--- config.mk ---
export PLATFORM = sky130hd
export DESIGN_NAME = key_matrix_scanner
export DESIGN_NICKNAME = d
export VERILOG_FILES = /design/src/rtl/kms_pkg.sv /design/src/rtl/kms_sequencer.sv /design/src/rtl/kms_capture.sv /design/src/rtl/kms_reader.sv /design/src/rtl/key_matrix_scanner.sv
export SDC_FILE = /design/constraint.sdc
export NUM_CORES = 1
export LEC_CHECK = 0
export ABC_AREA = 0
export CAP_MARGIN = 10
export CORE_MARGIN = 2
export CORE_UTILIZATION = 60
export CTS_CLUSTER_DIAMETER = 150
export DETAILED_ROUTE_END_ITERATION = 6
export PLACE_DENSITY = 0.81
export SLEW_MARGIN = 20
export SYNTH_ARGS = -nofsm -noshare
export SYNTH_HDL_FRONTEND = slang
export SYNTH_SLANG_ARGS = --single-unit
export TNS_END_PERCENT = 100
--- constraint.sdc ---
create_clock -name clk -period 4 [get_ports clk]
set_input_delay 0.8 -clock clk [delete_from_list [all_inputs] [get_ports clk]]
set_output_delay 0.8 -clock clk [all_outputs]
set_load 0.02 [all_outputs]
--- src/rtl/kms_pkg.sv ---
package kms_pkg;
    localparam int KMS_SOURCES    = 6;
    localparam int KMS_RETURNS    = 4;
    localparam int KMS_SUB_CYCLES = 4;
endpackage

--- src/rtl/kms_sequencer.sv ---
module kms_sequencer #(
    parameter int NUM_SRC    = kms_pkg::KMS_SOURCES,
    parameter int SUB_CYCLES = kms_pkg::KMS_SUB_CYCLES,
    localparam int SRC_W     = $clog2(NUM_SRC + 1),
    localparam int CYC_W     = (SUB_CYCLES > 1) ? $clog2(SUB_CYCLES) : 1
) (
    input  logic               clk,
    input  logic               rst_n,
    input  logic               scan_run_set,
    input  logic               scan_halt,
    input  logic               key_slot,
    output logic [NUM_SRC-1:0] src_drv_o,
    output logic               scan_run_o,
    output logic               sample_stb_o,
    output logic [SRC_W-1:0]   sample_idx_o
);
    typedef struct packed {
        logic             run;
        logic [SRC_W-1:0] src;
        logic [CYC_W-1:0] cyc;
    } seq_t;

    seq_t seq_d, seq_q;
    logic in_scan;
    logic last_cyc;

    always_comb begin
        in_scan  = seq_q.run && key_slot && (seq_q.src < SRC_W'(NUM_SRC));
        last_cyc = (seq_q.cyc == CYC_W'(SUB_CYCLES - 1));
        seq_d    = seq_q;
        if (scan_halt) begin
            seq_d.run = 1'b0;
        end else if (scan_run_set) begin
            seq_d.run = 1'b1;
        end
        if (!seq_q.run || !key_slot) begin
            seq_d.src = '0;
            seq_d.cyc = '0;
        end else if (seq_q.src < SRC_W'(NUM_SRC)) begin
            if (last_cyc) begin
                seq_d.cyc = '0;
                seq_d.src = seq_q.src + SRC_W'(1);
            end else begin
                seq_d.cyc = seq_q.cyc + CYC_W'(1);
            end
        end
    end

    always_ff @(posedge clk) begin
        if (!rst_n) begin
            seq_q <= '0;
        end else begin
            seq_q <= seq_d;
        end
    end

    assign src_drv_o    = in_scan ? (NUM_SRC'(1) << seq_q.src) : '0;
    assign scan_run_o   = seq_q.run;
    assign sample_stb_o = in_scan && last_cyc;
    assign sample_idx_o = seq_q.src;

    AST_DRIVE_ONEHOT: assert property (@(posedge clk) disable iff (!rst_n)
        $onehot0(src_drv_o));
    AST_HALT_SILENCES: assert property (@(posedge clk) disable iff (!rst_n)
        scan_halt |=> (src_drv_o == '0));
    AST_SAMPLE_IN_RANGE: assert property (@(posedge clk) disable iff (!rst_n)
        sample_stb_o |-> (sample_idx_o < SRC_W'(NUM_SRC)));
endmodule

--- src/rtl/kms_capture.sv ---
module kms_capture #(
    parameter int NUM_SRC = kms_pkg::KMS_SOURCES,
    parameter int NUM_RET = kms_pkg::KMS_RETURNS,
    localparam int SRC_W  = $clog2(NUM_SRC + 1),
    localparam int FLAT_W = NUM_SRC * NUM_RET
) (
    input  logic               clk,
    input  logic               rst_n,
    input  logic               sample_stb,
    input  logic [SRC_W-1:0]   sample_idx,
    input  logic [NUM_RET-1:0] ret_in,
    input  logic               latch,
    output logic [FLAT_W-1:0]  snap_o
);
    typedef struct packed {
        logic [FLAT_W-1:0] work;
        logic [FLAT_W-1:0] snap;
    } cap_t;

    cap_t cap_d, cap_q;

    always_comb begin
        cap_d = cap_q;
        if (latch) begin
            cap_d.snap = cap_q.work;
        end
        if (sample_stb) begin
            cap_d.work[int'(sample_idx) * NUM_RET +: NUM_RET] = ret_in;
        end
    end

    always_ff @(posedge clk) begin
        if (!rst_n) begin
            cap_q <= '0;
        end else begin
            cap_q <= cap_d;
        end
    end

    assign snap_o = cap_q.snap;

    AST_SNAP_HOLD: assert property (@(posedge clk) disable iff (!rst_n)
        !latch |=> $stable(snap_o));
endmodule

--- src/rtl/kms_reader.sv ---
module kms_reader #(
    parameter int NUM_SRC = kms_pkg::KMS_SOURCES,
    parameter int NUM_RET = kms_pkg::KMS_RETURNS,
    localparam int FLAT_W = NUM_SRC * NUM_RET,
    localparam int BYTE_W = 2 * NUM_RET,
    localparam int NBYTES = NUM_SRC / 2,
    localparam int IDX_W  = (NBYTES > 1) ? $clog2(NBYTES) : 1
) (
    input  logic              clk,
    input  logic              rst_n,
    input  logic [FLAT_W-1:0] snap,
    input  logic              rd_start,
    input  logic              rd_req,
    output logic              rd_valid_o,
    output logic [BYTE_W-1:0] rd_byte_o
);
    typedef struct packed {
        logic [FLAT_W-1:0] shadow;
        logic [IDX_W-1:0]  idx;
        logic              valid;
        logic [BYTE_W-1:0] data;
    } rd_t;

    rd_t rd_d, rd_q;

    always_comb begin
        rd_d       = rd_q;
        rd_d.valid = 1'b0;
        if (rd_start) begin
            rd_d.shadow = snap;
            rd_d.idx    = '0;
        end else if (rd_req) begin
            rd_d.valid = 1'b1;
            rd_d.data  = rd_q.shadow[int'(rd_q.idx) * BYTE_W +: BYTE_W];
            if (rd_q.idx == IDX_W'(NBYTES - 1)) begin
                rd_d.idx = '0;
            end else begin
                rd_d.idx = rd_q.idx + IDX_W'(1);
            end
        end
    end

    always_ff @(posedge clk) begin
        if (!rst_n) begin
            rd_q <= '0;
        end else begin
            rd_q <= rd_d;
        end
    end

    assign rd_valid_o = rd_q.valid;
    assign rd_byte_o  = rd_q.data;

    AST_SHADOW_FROZEN: assert property (@(posedge clk) disable iff (!rst_n)
        !rd_start |=> $stable(rd_q.shadow));
    AST_VALID_PULSE: assert property (@(posedge clk) disable iff (!rst_n)
        (rd_req && !rd_start) |=> rd_valid_o);
    AST_START_DROPS_REQ: assert property (@(posedge clk) disable iff (!rst_n)
        rd_start |=> !rd_valid_o);
    AST_IDX_RANGE: assert property (@(posedge clk) disable iff (!rst_n)
        rd_q.idx < IDX_W'(NBYTES));
endmodule

--- src/rtl/key_matrix_scanner.sv ---
module key_matrix_scanner #(
    parameter int NUM_SRC    = kms_pkg::KMS_SOURCES,
    parameter int NUM_RET    = kms_pkg::KMS_RETURNS,
    parameter int SUB_CYCLES = kms_pkg::KMS_SUB_CYCLES,
    localparam int SRC_W     = $clog2(NUM_SRC + 1),
    localparam int FLAT_W    = NUM_SRC * NUM_RET,
    localparam int BYTE_W    = 2 * NUM_RET
) (
    input  logic               clk,
    input  logic               rst_n,
    input  logic               scan_run_set,
    input  logic               scan_halt,
    input  logic               key_slot,
    input  logic               frame_end,
    input  logic [NUM_RET-1:0] ret_in,
    output logic [NUM_SRC-1:0] src_drv,
    input  logic               rd_start,
    input  logic               rd_req,
    output logic               rd_valid,
    output logic [BYTE_W-1:0]  rd_byte
);
    logic              scan_run;
    logic              sample_stb;
    logic [SRC_W-1:0]  sample_idx;
    logic [FLAT_W-1:0] snap;

    kms_sequencer #(.NUM_SRC(NUM_SRC), .SUB_CYCLES(SUB_CYCLES)) u_seq (
        .clk          (clk),
        .rst_n        (rst_n),
        .scan_run_set (scan_run_set),
        .scan_halt    (scan_halt),
        .key_slot     (key_slot),
        .src_drv_o    (src_drv),
        .scan_run_o   (scan_run),
        .sample_stb_o (sample_stb),
        .sample_idx_o (sample_idx)
    );

    kms_capture #(.NUM_SRC(NUM_SRC), .NUM_RET(NUM_RET)) u_cap (
        .clk        (clk),
        .rst_n      (rst_n),
        .sample_stb (sample_stb),
        .sample_idx (sample_idx),
        .ret_in     (ret_in),
        .latch      (frame_end && scan_run),
        .snap_o     (snap)
    );

    kms_reader #(.NUM_SRC(NUM_SRC), .NUM_RET(NUM_RET)) u_rd (
        .clk        (clk),
        .rst_n      (rst_n),
        .snap       (snap),
        .rd_start   (rd_start),
        .rd_req     (rd_req),
        .rd_valid_o (rd_valid),
        .rd_byte_o  (rd_byte)
    );

    AST_STOPPED_NO_DRIVE: assert property (@(posedge clk) disable iff (!rst_n)
        !key_slot |-> (src_drv == '0));
endmodule

# Word-level counts from Yosys, hierarchy flattened
# Index checks and enable logic that the tools add are counted.
# word_totals
register_bits,89
wordCells,39
output_inout_bits,15
# classes
bitwise,2
addsub,4
shift,4
n_eq_ne,2
n_lt_le_gt_ge,1
reduce_logical,12
muxes,5
# op_table
op,count
5-bit negator with 33-bit output,1
"4-bit by 33-bit variable shift with 24-bit output, first input constant",1
4-bit by 33-bit indexed part select with 24-bit output,1
24-bit bitwise mux,1
24-bit by 6-bit indexed part select with 8-bit output,1
9-bit 2-to-1 mux,1
6-bit 2-to-1 mux,1
2-bit OR reduction,3
"1-bit by 3-bit left shift with 6-bit output, first input constant",1
"2-bit by 1-bit adder with 2-bit output, second input constant",2
"2-bit equality test, second input constant",2
1-bit logical AND,4
2-bit 2-to-1 mux,2
2-bit AND reduction,2
"3-bit by 1-bit adder with 3-bit output, second input constant",1
"3-bit less-than comparator, second input constant",1
1-bit zero test,2
1-bit NOT,2
1-bit logical OR,1

# Logic depth before layout (Yosys ltp)
# logic_depth
depth_word,3
depth_mapped,8
mapped_depth_nobuf,6

# By module
# Synthesis repeated with hierarchy kept, for this count alone.
# unflattened
hier_cells,419
hier_area_um2,4215.3
# by_module_without_submodules
mod,instances,cells_per_inst,area_each_um2,seq_area_each_um2
kms_capture,1,219,2204.6,960.9
kms_reader,1,152,1610.3,700.7
kms_sequencer,1,47,394.1,120.1
key_matrix_scanner,1,1,6.3,0.0

# Worst setup path before layout
# OpenSTA, ideal clock, no wires.
# synth_path
kind,in2out
from,input port key_slot
to,output port src_drv[5]
path_slack_ns,1.807
n_path_buf,0
cell_stages,2
t_arrival_ns,1.393
path_cell_list,nand2_1 -> nor3_1
# synth_via
elab_chain_cells,3
# synth_lines
element,line,source
from (decl),key_matrix_scanner.sv:13,"input logic key_slot,"
1-bit logical AND (2 in a row),kms_sequencer.sv:28,in_scan = seq_q.run && key_slot && (seq_q.src < SRC_W'(NUM_SRC));
6-bit 2-to-1 mux,kms_sequencer.sv:57,assign src_drv_o = in_scan ? (NUM_SRC'(1) << seq_q.src) : '0;
to (decl),key_matrix_scanner.sv:16,"output logic [NUM_SRC-1:0] src_drv,"
# No other way between the ends.

# Worst setup path after layout
# layout_path
from,input port key_slot
to,output port src_drv[1]
# The elaborated chain is that of the path after synthesis.

==> flow_metrics.tcl <==
set metrics [dict create \
    cts_tree "yes" \
    final_util_pct 67.5 \
    criticalPathCategory "input pin to primary output" \
    rsz0062_at_grt "false" \
    drive_gt1_share_pct 5.45 \
    synth_fa_ha_area_share_pct 2.91 \
    grtUsageTotal_pct 21.1 \
    finalWeightedCongestion 0.761 \
    cp.arrival_ns 2.40 \
    cts_sinks 89 \
    dieArea_um2 7110 \
    grt_max_degree 89 \
    place_area_um2 4040 \
    die_x_um 84.3 \
    required_ns 3.20 \
    post-cts-setup-buffers 0 \
    fin_cells 499 \
    wl_met3_um 258 \
    outcome "completed" \
    route.met2.wl_um 3170 \
    grt_pass1_vias 2624 \
    period_share_pct 80.1 \
    first_iter_violations 159 \
    port_buffers 26 \
    finish.instance_area_um2 4230 \
    synth_top_family_by_area "simple AND/OR/NAND/NOR gates" \
    antennaDiodeCount 0 \
    die_height_um 84.3 \
    cts_resized 0 \
    max_freq_mhz 312 \
    syn_nets 434 \
    cts_root_buffer "clkbuf_8" \
    fin_ws_ns 0.797 \
    coreArea_um2 6280 \
    met1Wirelength_um 3610 \
    synth_cells 413 \
    vias 2749 \
    drt-pass1-iter-count 4 \
    grt_pass1_wl_um 12100 \
    fillers 524 \
    ant_nets 0 \
    drv_cap 0 \
    cp-end-kind "primary output" \
    yosys_register_bits 89 \
    finalSetupViolations 0 \
    fin_tns_setup_ns 0 \
    min-delay-path-class "flip-flop to flip-flop" \
    post-route-min-period_ns 3.20 \
    numCtsBuffers 9 \
    ys.flop_type "dfxtp_1" \
    dpl_worst_slack_ns 0.798 \
    yosys.area_share.xor_xnor_pct 0 \
    whs_ns 0.461 \
    p_leak_nw 1.58 \
    yosysSeqAreaShare_pct 46.0 \
    worstMarginPinSlew_ns 0.905 \
    clock_latency_ns 0.36 \
    topRoutingLayerUsed "met4" \
    h-tree-depth 3 \
    area_delta_synth_final_pct 9.41 \
    synth_edf_count 0 \
    cts.clk_slew.worst_paths_ns 0.08 \
    synth_simple_gate_area_share_pct 20.8 \
    async_flop_share_pct 0 \
    final_common_cell "nand2_1" \
    power_density_nw_per_um2 369 \
    ys_types 36 \
    maxSlewHeadroom_pct 39.6 \
    initial_core_util_pct 61.7 \
    power_mw 1.56 \
    pin_count 27 \
    syn_area_um2 3870 \
    synth_mux_area_share_pct 14.5 \
    avgViaCountPerCell 5.51 \
    grt-ovfl-total 0 \
    hold_viol 0 \
    finClkSkew_ns 0.00818 \
    cp-start-kind "input pin" \
    fp-row-count 29 \
    fin_nets 438 \
    finalWirelength_um 7200 \
    vdd_drop_max_mv 0.205 \
    cp_max_fo 7 \
    placed_cells 483 \
    layout_common_cells "90 x nand2_1, 89 x dfxtp_1, 56 x mux2i_1, 27 x nor2b_1, 25 x clkdlybuf4s50_1" \
    avgSynthCellArea_um2 9.37 \
    drv_slew 0 \
    cts_buffer_depth 2 \
    hpwl_um 4830 \
    post-route-drc-count 0 \
    synth-compound-area-share_pct 10.3 \
    ys_warn_count 0 \
    hold_buffers 0 \
    antenna_found_initial 0 \
    routedWlPerCell_um 14.4 \
]
cell usage after synthesis, types with 2 or more instances:
library cell  count  area share, %
a21boi_0         24            4.7
a21oi_1          15            1.9
a2bb2oi_1         8            1.8
and2_1            2           0.32
and3_1            5           0.81
and3b_1           3           0.68
buf_2            10            1.3
buf_4             9            1.7
buf_6             2           0.58
clkbuf_1         12            1.2
dfxtp_1          89             46
ha_1              9            2.9
inv_1             5           0.49
mux2i_1          56             14
nand2_1          90            8.7
nand3_1          11            1.4
nand4_1           2           0.32
nor2_1            4           0.39
nor2b_1          27            4.4
nor3b_1           5           0.97
o21ai_0          10            1.3
logic make-up (layout without fill, tap and decap cells):
logic type                 Yosys count  count (layout)
AOI/OAI and AO/OA                   59              59
muxes                               56              56
DFF                                 89              89
buffers and inverters               40              49
and+or+nand+nor                    160             160
adders and majority gates            9               9
power by group:
group	leakage (nW)	internal, mW	switching [mW]
clock network	0.0984	0.276	0.308
registers	0.718	0.891	0.00522
logic	0.767	0.0376	0.0436
metal layers:
| layer | up-vias | track usage, % |
|---|---|---|
| li1 | 1395 | - |
| met1 | 1285 | 28.5 |
| met2 | 54 | 33.3 |
| met3 | 15 | 3.34 |
| met4 | 0 | 9.68 |
| met5 | - | 0 |
final timing paths:
path                                            start              end  slack (ns)  cells after the start
worst max-delay path                         key_slot       src_drv[1]        0.80                      4
worst min-delay path                  u_cap.cap_q[31]  u_cap.cap_q[31]        0.46                      2
worst max register to register  u_seq.sample_idx_o[1]  u_cap.cap_q[32]        1.72                      6
worst min register to register        u_cap.cap_q[31]  u_cap.cap_q[31]        0.46                      2
area by class of cell:
class | instances | area (um2) | share of cell area (%)
Clock inverter | 4 | 26.3 | 0.621
Clock buffer | 12 | 165 | 3.90
Timing Repair Buffer | 28 | 270 | 6.38
Sequential cell | 89 | 1780 | 42.1
Tap cell | 77 | 96.3 | 2.28
Multi-Input combinational cell | 284 | 1880 | 44.3
Inverter | 5 | 18.8 | 0.443
critical path, cell delays in order:
cell and delay (ns):
clkdlybuf4s50_1 0.51, and2_0 0.30, and3_1 0.20, clkdlybuf4s50_1 0.60
registers in the layout, indices dropped and copies added, names as in the netlist:
name,flops
u_seq.sample_idx_o,3
u_rd.rd_q,26
u_rd.rd_byte_o,8
u_rd.rd_valid_o,1
u_cap.cap_q,24
u_seq.seq_q,2
u_cap.snap_o,24
u_seq.scan_run_o,1
No activity file was read; power rests on OpenSTA's default activity.
